## config.mk

```make
export PLATFORM = sky130hd
export DESIGN_NAME = codec_cmd_chan
export DESIGN_NICKNAME = d
export VERILOG_FILES = /design/src/rtl/ccc_pkg.sv /design/src/rtl/ccc_rst_sync.sv /design/src/rtl/ccc_swif.sv /design/src/rtl/ccc_engine.sv /design/src/rtl/codec_cmd_chan.sv
export SDC_FILE = /design/constraint.sdc
export NUM_CORES = 1
export LEC_CHECK = 0
export BUFFER_PORTS_ARGS = -buffer_cell sky130_fd_sc_hd__buf_4
export CORE_ASPECT_RATIO = 0.5
export CORE_MARGIN = 4
export CORE_UTILIZATION = 51
export DETAILED_ROUTE_END_ITERATION = 12
export PLACE_DENSITY = 0.79
export SKIP_CTS_REPAIR_TIMING = 1
export SLEW_MARGIN = 10
export SYNTH_ARGS = -nofsm -noshare
export SYNTH_HDL_FRONTEND = slang
export SYNTH_SLANG_ARGS = --single-unit
```

## constraint.sdc

```tcl
create_clock -name clk -period 3.2 [get_ports clk]
set_clock_uncertainty 0.2 [all_clocks]
set_input_delay 0.8 -clock clk [delete_from_list [all_inputs] [get_ports clk]]
set_output_delay 0.8 -clock clk [all_outputs]
set_load 0.05 [all_outputs]
```

## src/rtl/ccc_pkg.sv

```systemverilog
package ccc_pkg;

  localparam int IDX_W = 7;
  localparam int DAT_W = 16;
  localparam int WORD_W = 32;

  // command word fields
  localparam int C_RD    = 31;
  localparam int C_IDX_L = 24;
  localparam int C_PDP   = 21;
  localparam int C_PDS   = 20;
  localparam int C_SHUT  = 18;
  localparam int C_WARM  = 17;
  localparam int C_GO    = 16;

  // reply word fields
  localparam int S_PRDY  = 23;
  localparam int S_SRDY  = 22;
  localparam int S_FRESH = 17;
  localparam int S_OVR   = 16;

  localparam logic [DAT_W-1:0] SILENT_VALUE = 16'hFFFF;

  typedef enum logic [1:0] {
    ENG_IDLE,
    ENG_REQ,
    ENG_WAIT,
    ENG_WARM
  } eng_state_e;

endpackage

```

## src/rtl/ccc_rst_sync.sv

```systemverilog
module ccc_rst_sync #(
  parameter int STAGES = 2
) (
  input  logic clk,
  input  logic rst_n,
  output logic rst_n_sync
);

  logic [STAGES-1:0] chain_q;

  generate
    for (genvar g = 0; g < STAGES; g++) begin : g_stage
      always_ff @(posedge clk or negedge rst_n) begin
        if (!rst_n) chain_q[g] <= 1'b0;
        else if (g == 0) chain_q[g] <= 1'b1;
        else chain_q[g] <= chain_q[(g == 0) ? 0 : g-1];
      end
    end
  endgenerate

  assign rst_n_sync = chain_q[STAGES-1];

endmodule

```

## src/rtl/ccc_swif.sv

```systemverilog
module ccc_swif
  import ccc_pkg::*;
#(
  parameter int ADDR_W = 8,
  parameter logic [ADDR_W-1:0] CMD_OFS = 'h0C,
  parameter logic [ADDR_W-1:0] RPL_OFS = 'h08
) (
  input  logic              clk,
  input  logic              rst_n,
  input  logic              sw_wr,
  input  logic              sw_rd,
  input  logic [ADDR_W-1:0] sw_addr,
  input  logic [WORD_W-1:0] sw_wdata,
  output logic [WORD_W-1:0] sw_rdata,
  input  logic              prim_rdy,
  input  logic              sec_rdy,
  input  logic              cmd_done,
  input  logic              rep_valid,
  input  logic [IDX_W-1:0]  rep_idx,
  input  logic [DAT_W-1:0]  rep_data,
  output logic              cmd_pend,
  output logic              cmd_warm,
  output logic              cmd_rd,
  output logic [IDX_W-1:0]  cmd_idx,
  output logic [DAT_W-1:0]  cmd_data,
  output logic              pd_prim,
  output logic              pd_sec,
  output logic              link_off
);

  logic [WORD_W-1:0] cmd_q, cmd_d;
  logic              cmd_en;
  logic [IDX_W-1:0]  st_idx_q, st_idx_d;
  logic [DAT_W-1:0]  st_dat_q, st_dat_d;
  logic              st_fresh_q, st_fresh_d;
  logic              st_ovr_q, st_ovr_d;
  logic              st_en;
  logic              wr_cmd, rd_rpl, accept, clash;
  logic [WORD_W-1:0] rpl_word;

  assign wr_cmd = sw_wr && (sw_addr == CMD_OFS);
  assign rd_rpl = sw_rd && (sw_addr == RPL_OFS);
  assign clash  = wr_cmd && cmd_q[C_GO];
  assign accept = wr_cmd && !cmd_q[C_GO];

  // command register next state
  always_comb begin
    cmd_d  = cmd_q;
    cmd_en = 1'b0;
    if (accept) begin
      cmd_d  = sw_wdata;
      cmd_en = 1'b1;
    end else if (cmd_done) begin
      cmd_d[C_GO] = 1'b0;
      cmd_en      = 1'b1;
    end
  end

  always_ff @(posedge clk or negedge rst_n) begin
    if (!rst_n) cmd_q <= '0;
    else if (cmd_en) cmd_q <= cmd_d;
  end

  // reply register next state
  always_comb begin
    st_idx_d   = st_idx_q;
    st_dat_d   = st_dat_q;
    st_fresh_d = st_fresh_q;
    st_ovr_d   = st_ovr_q;
    if (rep_valid) begin
      st_idx_d   = rep_idx;
      st_dat_d   = rep_data;
      st_fresh_d = 1'b1;
    end else if (rd_rpl) begin
      st_fresh_d = 1'b0;
    end
    if (clash) st_ovr_d = 1'b1;
    else if (rd_rpl) st_ovr_d = 1'b0;
    st_en = rep_valid | rd_rpl | clash;
  end

  always_ff @(posedge clk or negedge rst_n) begin
    if (!rst_n) begin
      st_idx_q   <= '0;
      st_dat_q   <= '0;
      st_fresh_q <= 1'b0;
      st_ovr_q   <= 1'b0;
    end else if (st_en) begin
      st_idx_q   <= st_idx_d;
      st_dat_q   <= st_dat_d;
      st_fresh_q <= st_fresh_d;
      st_ovr_q   <= st_ovr_d;
    end
  end

  assign rpl_word = {1'b0, st_idx_q, prim_rdy, sec_rdy, 4'b0000,
                     st_fresh_q, st_ovr_q, st_dat_q};

  always_comb begin
    sw_rdata = '0;
    if (sw_rd) begin
      if (sw_addr == CMD_OFS) sw_rdata = cmd_q;
      else if (sw_addr == RPL_OFS) sw_rdata = rpl_word;
    end
  end

  assign cmd_pend = cmd_q[C_GO];
  assign cmd_warm = cmd_q[C_WARM];
  assign cmd_rd   = cmd_q[C_RD];
  assign cmd_idx  = cmd_q[C_IDX_L +: IDX_W];
  assign cmd_data = cmd_q[DAT_W-1:0];
  assign pd_prim  = cmd_q[C_PDP];
  assign pd_sec   = cmd_q[C_PDS];
  assign link_off = cmd_q[C_SHUT];


  go_drop_chk: assert property (@(posedge clk) disable iff (!rst_n)
    cmd_done |=> !cmd_q[C_GO]);


  busy_write_chk: assert property (@(posedge clk) disable iff (!rst_n)
    clash |=> st_ovr_q && (cmd_q[WORD_W-1:C_WARM] == $past(cmd_q[WORD_W-1:C_WARM])));


  fresh_clear_chk: assert property (@(posedge clk) disable iff (!rst_n)
    rd_rpl && !rep_valid |=> !st_fresh_q);

endmodule

```

## src/rtl/ccc_engine.sv

```systemverilog
module ccc_engine
  import ccc_pkg::*;
#(
  parameter int TIMEOUT     = 256,
  parameter int WARM_CYCLES = 16
) (
  input  logic             clk,
  input  logic             rst_n,
  input  logic             cmd_pend,
  input  logic             cmd_warm,
  input  logic             cmd_rd,
  input  logic [IDX_W-1:0] cmd_idx,
  input  logic [DAT_W-1:0] cmd_data,
  output logic             cmd_done,
  output logic             req_valid,
  input  logic             req_ready,
  output logic             req_rd,
  output logic [IDX_W-1:0] req_idx,
  output logic [DAT_W-1:0] req_data,
  input  logic             resp_valid,
  input  logic [IDX_W-1:0] resp_idx,
  input  logic [DAT_W-1:0] resp_data,
  output logic             rep_valid,
  output logic [IDX_W-1:0] rep_idx,
  output logic [DAT_W-1:0] rep_data,
  output logic             link_warm_rst
);

  localparam int CNT_MAX = (TIMEOUT > WARM_CYCLES) ? TIMEOUT : WARM_CYCLES;
  localparam int CNT_W   = $clog2(CNT_MAX + 1);
  localparam logic [CNT_W-1:0] TO_LAST   = CNT_W'(TIMEOUT - 1);
  localparam logic [CNT_W-1:0] WARM_LAST = CNT_W'(WARM_CYCLES - 1);

  eng_state_e       state_q, state_d;
  logic [CNT_W-1:0] cnt_q, cnt_d;
  logic [IDX_W-1:0] wait_idx_q, wait_idx_d;
  logic             cnt_en, idx_en;

  always_comb begin
    state_d    = state_q;
    cnt_d      = cnt_q;
    wait_idx_d = wait_idx_q;
    cnt_en     = 1'b0;
    idx_en     = 1'b0;
    cmd_done   = 1'b0;
    rep_valid  = 1'b0;
    rep_idx    = resp_idx;
    rep_data   = resp_data;
    unique case (state_q)
      ENG_IDLE: begin
        if (cmd_pend) begin
          if (cmd_warm) begin
            state_d = ENG_WARM;
            cnt_d   = WARM_LAST;
            cnt_en  = 1'b1;
          end else begin
            state_d = ENG_REQ;
          end
        end
      end
      ENG_REQ: begin
        if (req_ready) begin
          cmd_done = 1'b1;
          if (cmd_rd) begin
            state_d    = ENG_WAIT;
            cnt_d      = '0;
            cnt_en     = 1'b1;
            wait_idx_d = cmd_idx;
            idx_en     = 1'b1;
          end else begin
            state_d = ENG_IDLE;
          end
        end
      end
      ENG_WAIT: begin
        if (resp_valid) begin
          rep_valid = 1'b1;
          state_d   = ENG_IDLE;
        end else if (cnt_q == TO_LAST) begin
          rep_valid = 1'b1;
          rep_idx   = wait_idx_q;
          rep_data  = SILENT_VALUE;
          state_d   = ENG_IDLE;
        end else begin
          cnt_d  = cnt_q + CNT_W'(1);
          cnt_en = 1'b1;
        end
      end
      ENG_WARM: begin
        if (cnt_q == '0) begin
          cmd_done = 1'b1;
          state_d  = ENG_IDLE;
        end else begin
          cnt_d  = cnt_q - CNT_W'(1);
          cnt_en = 1'b1;
        end
      end
      default: state_d = ENG_IDLE;
    endcase
  end

  always_ff @(posedge clk or negedge rst_n) begin
    if (!rst_n) state_q <= ENG_IDLE;
    else state_q <= state_d;
  end

  always_ff @(posedge clk or negedge rst_n) begin
    if (!rst_n) cnt_q <= '0;
    else if (cnt_en) cnt_q <= cnt_d;
  end

  always_ff @(posedge clk or negedge rst_n) begin
    if (!rst_n) wait_idx_q <= '0;
    else if (idx_en) wait_idx_q <= wait_idx_d;
  end

  assign req_valid     = (state_q == ENG_REQ);
  assign req_rd        = cmd_rd;
  assign req_idx       = cmd_idx;
  assign req_data      = cmd_data;
  assign link_warm_rst = (state_q == ENG_WARM);


  req_hold_chk: assert property (@(posedge clk) disable iff (!rst_n)
    req_valid && !req_ready |=> req_valid && $stable(req_idx) && $stable(req_data) && $stable(req_rd));


  req_owner_chk: assert property (@(posedge clk) disable iff (!rst_n)
    req_valid |-> cmd_pend);


  warm_owner_chk: assert property (@(posedge clk) disable iff (!rst_n)
    link_warm_rst |-> cmd_pend && cmd_warm && !req_valid);


  wait_bound_chk: assert property (@(posedge clk) disable iff (!rst_n)
    state_q == ENG_WAIT |-> cnt_q <= TO_LAST);

endmodule

```

## src/rtl/codec_cmd_chan.sv

```systemverilog
module codec_cmd_chan
  import ccc_pkg::*;
#(
  parameter int ADDR_W      = 8,
  parameter logic [ADDR_W-1:0] CMD_OFS = 'h0C,
  parameter logic [ADDR_W-1:0] RPL_OFS = 'h08,
  parameter int TIMEOUT     = 256,
  parameter int WARM_CYCLES = 16,
  parameter int SYNC_STAGES = 2
) (
  input  logic              clk,
  input  logic              rst_n,
  input  logic              sw_wr,
  input  logic              sw_rd,
  input  logic [ADDR_W-1:0] sw_addr,
  input  logic [31:0]       sw_wdata,
  output logic [31:0]       sw_rdata,
  output logic              req_valid,
  input  logic              req_ready,
  output logic              req_rd,
  output logic [6:0]        req_idx,
  output logic [15:0]       req_data,
  input  logic              resp_valid,
  input  logic [6:0]        resp_idx,
  input  logic [15:0]       resp_data,
  input  logic              prim_rdy,
  input  logic              sec_rdy,
  output logic              link_warm_rst,
  output logic              pd_prim,
  output logic              pd_sec,
  output logic              link_off
);

  logic             rst_core_n;
  logic             cmd_pend, cmd_warm, cmd_rd, cmd_done;
  logic [IDX_W-1:0] cmd_idx, rep_idx;
  logic [DAT_W-1:0] cmd_data, rep_data;
  logic             rep_valid;

  ccc_rst_sync #(.STAGES(SYNC_STAGES)) u_rst (
    .clk        (clk),
    .rst_n      (rst_n),
    .rst_n_sync (rst_core_n)
  );

  ccc_swif #(
    .ADDR_W  (ADDR_W),
    .CMD_OFS (CMD_OFS),
    .RPL_OFS (RPL_OFS)
  ) u_swif (
    .clk       (clk),
    .rst_n     (rst_core_n),
    .sw_wr     (sw_wr),
    .sw_rd     (sw_rd),
    .sw_addr   (sw_addr),
    .sw_wdata  (sw_wdata),
    .sw_rdata  (sw_rdata),
    .prim_rdy  (prim_rdy),
    .sec_rdy   (sec_rdy),
    .cmd_done  (cmd_done),
    .rep_valid (rep_valid),
    .rep_idx   (rep_idx),
    .rep_data  (rep_data),
    .cmd_pend  (cmd_pend),
    .cmd_warm  (cmd_warm),
    .cmd_rd    (cmd_rd),
    .cmd_idx   (cmd_idx),
    .cmd_data  (cmd_data),
    .pd_prim   (pd_prim),
    .pd_sec    (pd_sec),
    .link_off  (link_off)
  );

  ccc_engine #(
    .TIMEOUT     (TIMEOUT),
    .WARM_CYCLES (WARM_CYCLES)
  ) u_engine (
    .clk           (clk),
    .rst_n         (rst_core_n),
    .cmd_pend      (cmd_pend),
    .cmd_warm      (cmd_warm),
    .cmd_rd        (cmd_rd),
    .cmd_idx       (cmd_idx),
    .cmd_data      (cmd_data),
    .cmd_done      (cmd_done),
    .req_valid     (req_valid),
    .req_ready     (req_ready),
    .req_rd        (req_rd),
    .req_idx       (req_idx),
    .req_data      (req_data),
    .resp_valid    (resp_valid),
    .resp_idx      (resp_idx),
    .resp_data     (resp_data),
    .rep_valid     (rep_valid),
    .rep_idx       (rep_idx),
    .rep_data      (rep_data),
    .link_warm_rst (link_warm_rst)
  );

endmodule

```

Word-level counts from Yosys, hierarchy flattened:

Index checks and enable logic that the tools add are counted.

* add/subtract/negate cells: 2
* equality and inequality tests: 15
* muxes and demuxes: 47
* bitwise operators: 2
* reductions and logical operators: 18

Operator list (number)
* two-way mux 32 bit: 2
* two-way mux 9 bit: 7
* two-way mux 16 bit: 3
* one-hot mux 9 bit (4 select lines): 1
* two-way mux 31 bit: 1
* two-way mux 7 bit: 3
* two-way mux 1 bit: 20
* equality test 8 x 4 -> 1 bit, second input constant: 2
* two-way mux 2 bit: 7
* != test 2 bit, second input constant: 5
* AND reduction 2 bit: 5
* adder 9 x 1 -> 9 bit, second input constant: 1
* equality test 9 x 8 -> 1 bit, second input constant: 1
* logical NOT 9 bit: 1
* subtractor 9 x 1 -> 9 bit, second input constant: 1
* one-hot mux 2 bit (4 select lines): 1
* AND reduction 4 bit: 2
* AND reduction 8 bit: 1
* != test 2 x 1 -> 1 bit, second input constant: 3
* nonzero test 2 bit: 3
* equality test 2 bit, second input constant: 2
* logical AND 1 bit: 4
* one-hot mux 1 bit (4 select lines): 1
* != test 3 x 2 -> 1 bit, second input constant: 1
* 5 further kinds: 6

* flip-flop bits (word level): 77
* input port bits: 71
* output and inout bits: 61
* word-level logic and storage cells: 95

Logic depth before layout (Yosys ltp):

* word-level depth: 7
* gate-level depth with buffers: 8
* gate-level depth less buffers: 8

By module:

From an unflattened synthesis, not the netlist that was laid out.

* cell total of the unflattened synthesis: 389
* area, all modules: 4570.6 sq um

Modules (own cells, without submodules)
* ccc_swif: times used 1, cells an instance 221, area each 2931.6 sq um, seq. area each 1426.4 sq um
* ccc_engine: times used 1, cells an instance 165, area each 1585.3 sq um, seq. area each 450.4 sq um
* ccc_rst_sync: times used 1, cells an instance 3, area each 53.8 sq um, seq. area each 50.0 sq um

Worst setup path before layout:

Ideal clock, no wire load.

* path kind: in2out
* from: input sw_addr[6]
* to: output sw_rdata[10]
* arrival time: 2722 ps
* data required time: 2200 ps
* slack: -522 ps
* stages on the path: 6
* path through: or4b_4 -> nor4_4 -> nand2_1 -> buf_2 -> buf_1 -> nor2_1

* cells in the longest elaborated chain, start to end: 4
* elaborated cells between the ends (all ways): 5
* classes of those cells: eq/ne: 2; mux: 3

RTL lines
* start, declared: line codec_cmd_chan.sv:15 `input logic [ADDR_W-1:0] sw_addr,`
* equality test 8 x 4 -> 1 bit: line ccc_swif.sv:103 `else if (sw_addr == RPL_OFS) sw_rdata = rpl_word;`
* two-way mux 31 bit: line ccc_swif.sv:103
* two-way mux 32 bit (*): line ccc_swif.sv:102 `if (sw_addr == CMD_OFS) sw_rdata = cmd_q;`
* two-way mux 32 bit (*): line ccc_swif.sv:101 `if (sw_rd) begin`
* end, declared: line codec_cmd_chan.sv:17 `output logic [31:0] sw_rdata,`

Every way passes the cells marked *; elsewhere a longest branch is shown, timed or not.

Worst setup path after layout:

* from: input sw_addr[6]
* to: output sw_rdata[2]

Same word-level chain as after synthesis.

==> out/qor.yml <==
clocking:
  cts_tree: "yes"
  path_clk_slew_ps: 60
  clkLatencyLatePin_ps: 330
  numCtsBuffers: 9
  htree_num_levels: 3
  root_buffer: "clkbuf_16"
  cts_sinks: 77
  clk_path_buf_depth: 2
cells_and_area:
  diodes: 0
  fillCellCount: 520
  regArea_um2: 1931
  area_delta_synth_final_pct: 37.94
  final_cell_mix: "buf_4 (107), dfrtp_1 (76), mux2i_1 (35)"
  layout-drive-gt1-share: 0.4864
  nets: 551
  final_common_cell: "buf_4"
  multi_input_area_um2: 2120
setup_path:
  cpMostUsedCell: "buf_6"
  critical_path_class: "in -> out"
  critical_path.startpoint_type: "primary input"
  cp.required_ps: 2200
  arrival_ps: 2300
  critPathTopFamily: "simple AND/OR/NAND/NOR gates"
  cpPeakStageDelay_ps: 530
  crit_fanout: 17
  cp_num_buf_inv: 3
  endpoint_kind: "primary output"
  crit_path_top_delay_cell: "or4b_4"
  path_cells: "buf_6, or4b_4, nor4_4, nand2_2, buf_12, nor2_2, buf_6"
pwr:
  seqPwrFrac: 0.420
  internal-power_mw: 2.284
  power_mw: 3.279
  p_switching_mw: 0.9954
  p_sw_frac: 0.3036
  leakage_nw: 2.913
  power_density_nw_per_um2: 571.6
  combPwrFrac: 0.256
  clockPowerShare: 0.324
  ir_worst_vdd_mv: 0.3754
grt:
  grt_max_degree: 76
  antenna_found_initial: 0
  grt_pass1_vias: 3080
  overflow: 0
  grt_pass1_wl_um: 15790
  grtUsageTotal: 0.2058
logic_synthesis:
  syn_inst: 361
  synth_flop_cell: "dfrtp_1"
  ys_seq_area_frac: 0.4633
  synth_nets: 440
  netlist_area_um2: 4159
  async_flop_share: 1.000
  synth_edf_count: 0
  synth-seq-cells: 77
  ys_types: 50
  ys_warn_count: 0
  syn_avg_cell_area_um2: 11.52
drt:
  drtIter0Drc: 146
  routed_via_density: 5.347
  totalWireLength_um: 10110
  drtPass1Iterations: 4
  drc: 0
  vias: 3128
  ant_nets: 0
  wl_per_cell_um: 17.28
floorplanning:
  die_w_um: 135.7
  start_util: 0.5455
  die_h_um: 71.86
  fp.dieArea_um2: 9751
  rows: 22
  core-area_um2: 7625
  io_pins: 132
placement:
  globalplace.congestion: 0.8542
  portBuffers: 131
  dp_hpwl_um: 7040
sta:
  tightestPinTransition_ps: 963.4
  setup_slack_ps: -104.0
  rsz0062_at_grt: "true"
  relSlewSlack: 0.3577
  finalCriticalPeriod_ps: 3304
  hold-worst-slack_ps: 37.82
  setup_viol: 32
  final_max_slew_viol_count: 0
  hold_viol_final: 0
  fmax_ghz: 0.3027
  fin_crit_sh: 1.032
run_status:
  status: "finished, violations left"
  violations: "negative setup slack"
worst_hold_path:
  hp-class: "in -> async"
run:
  cap_viol_max_count: 0
==> layout make-up <==
| type | instances | share of cell area |
|---|---|---|
| inverters | 9 | 0.005889 |
| well taps | 108 | 0.02356 |
| clock buffers | 12 | 0.04122 |
| multi-input cells | 235 | 0.3695 |
| clock inverters | 4 | 0.01287 |
| repair buffers | 140 | 0.2105 |
| flip-flops and latches | 77 | 0.3365 |
==> cell families after synthesis <==
group | count (synthesis) | share of synthesized area
flip-flops | 77 | 0.4633
buffers and inverters | 49 | 0.07280
multiplexers | 73 | 0.2133
AND/OR/NAND/NOR | 89 | 0.1122
AO/OA/AOI/OAI | 59 | 0.1011
adder cells (fa/ha/maj) | 8 | 0.02587
other | 1 | 0.0009017
XOR/XNOR | 5 | 0.01053
==> power by group through the flow <==
| stage | Combinational [mW] | Sequential (mW) | Clock (mW) |
|---|---|---|---|
| after global placement | 0.818 | 1.38 | 0 |
| after detailed placement | 0.837 | 1.39 | 0 |
| after floorplan | 0.673 | 1.34 | 0 |
| after global routing | 0.923 | 1.41 | 1.13 |
| after CTS | 0.843 | 1.37 | 1.08 |
| final | 0.840 | 1.38 | 1.06 |
==> worst paths after layout <==
path | depth (start not counted) | slack, ps | end | start
min in group clk | 0 | 160 | u_rst.rst_n_sync | u_rst.chain_q[0]
setup / recovery | 7 | -100 | sw_rdata[2] | sw_addr[6]
hold reg to reg | 0 | 160 | u_rst.rst_n_sync | u_rst.chain_q[0]
hold / removal | 1 | 40 | u_rst.rst_n_sync | rst_n
setup reg to reg | 8 | 420 | u_engine.cnt_q[8] | u_engine.state_q[1]
max in group asynchronous | 0 | 1880 | u_swif.st_dat_q[10] | u_rst.rst_n_sync
==> per-layer routing <==
metal	track usage	part of all wire	vias to the layer above
li1	-	-	1492
met1	0.2724	0.44	1546
met2	0.3486	0.50	82
met3	0.05400	0.048	8
met4	0.03687	0.0069	0
met5	0	0	-
==> through the flow <==
stage	setup WS (ps)	cell area (um^2)	instances	utilization	setup TNS (ps)
after CTS	-140.4	5592	585	0.7333	-3013
after floorplan	-99.65	4362	361	-	-2529
final	-104.0	5737	585	0.7524	-1412
after global routing	-160.8	5737	585	0.7524	-2707
after detailed placement	-136.8	5281	569	0.6926	-2994
after global placement	-118.9	5281	569	0.6926	-2577
==> flip-flops by register name (all words and copies together) (netlist names) <==
name                 flops
u_engine.wait_idx_q      7
u_swif.st_ovr_q          1
u_rst.chain_q            1
u_engine.cnt_q           9
u_swif.st_fresh_q        1
u_swif.st_idx_q          7
u_engine.state_q         2
u_rst.rst_n_sync         1
u_swif.cmd_q            32
u_swif.st_dat_q         16
==> cells in the mapped netlist, types with 2 or more instances <==
| master | count | area, um^2 |
|---|---|---|
| o21ai_0 | 10 | 50.05 |
| mux2i_1 | 35 | 350.3 |
| a21oi_1 | 12 | 60.06 |
| buf_6 | 4 | 45.04 |
| a21o_1 | 4 | 30.03 |
| a22o_1 | 3 | 26.28 |
| buf_4 | 23 | 172.7 |
| nor2_1 | 43 | 161.4 |
| dfrtp_1 | 77 | 1927 |
| buf_1 | 4 | 15.01 |
| nor4_4 | 2 | 42.54 |
| nand3_1 | 6 | 30.03 |
| ha_1 | 7 | 87.58 |
| mux2_2 | 9 | 101.4 |
| buf_2 | 2 | 10.01 |
| nand2_1 | 12 | 45.04 |
| inv_1 | 9 | 33.78 |
| xnor2_1 | 3 | 26.28 |
| o31ai_1 | 2 | 15.01 |
| o22a_1 | 16 | 140.1 |
| and3_1 | 8 | 50.05 |
| nor2b_1 | 2 | 12.51 |
| nor3_1 | 4 | 20.02 |
| nand2b_1 | 2 | 12.51 |
| mux2_4 | 29 | 435.4 |
| xor2_1 | 2 | 17.52 |
| a31oi_1 | 2 | 12.51 |
| clkbuf_1 | 7 | 26.28 |
No activity file was read; power rests on OpenSTA's default activity.
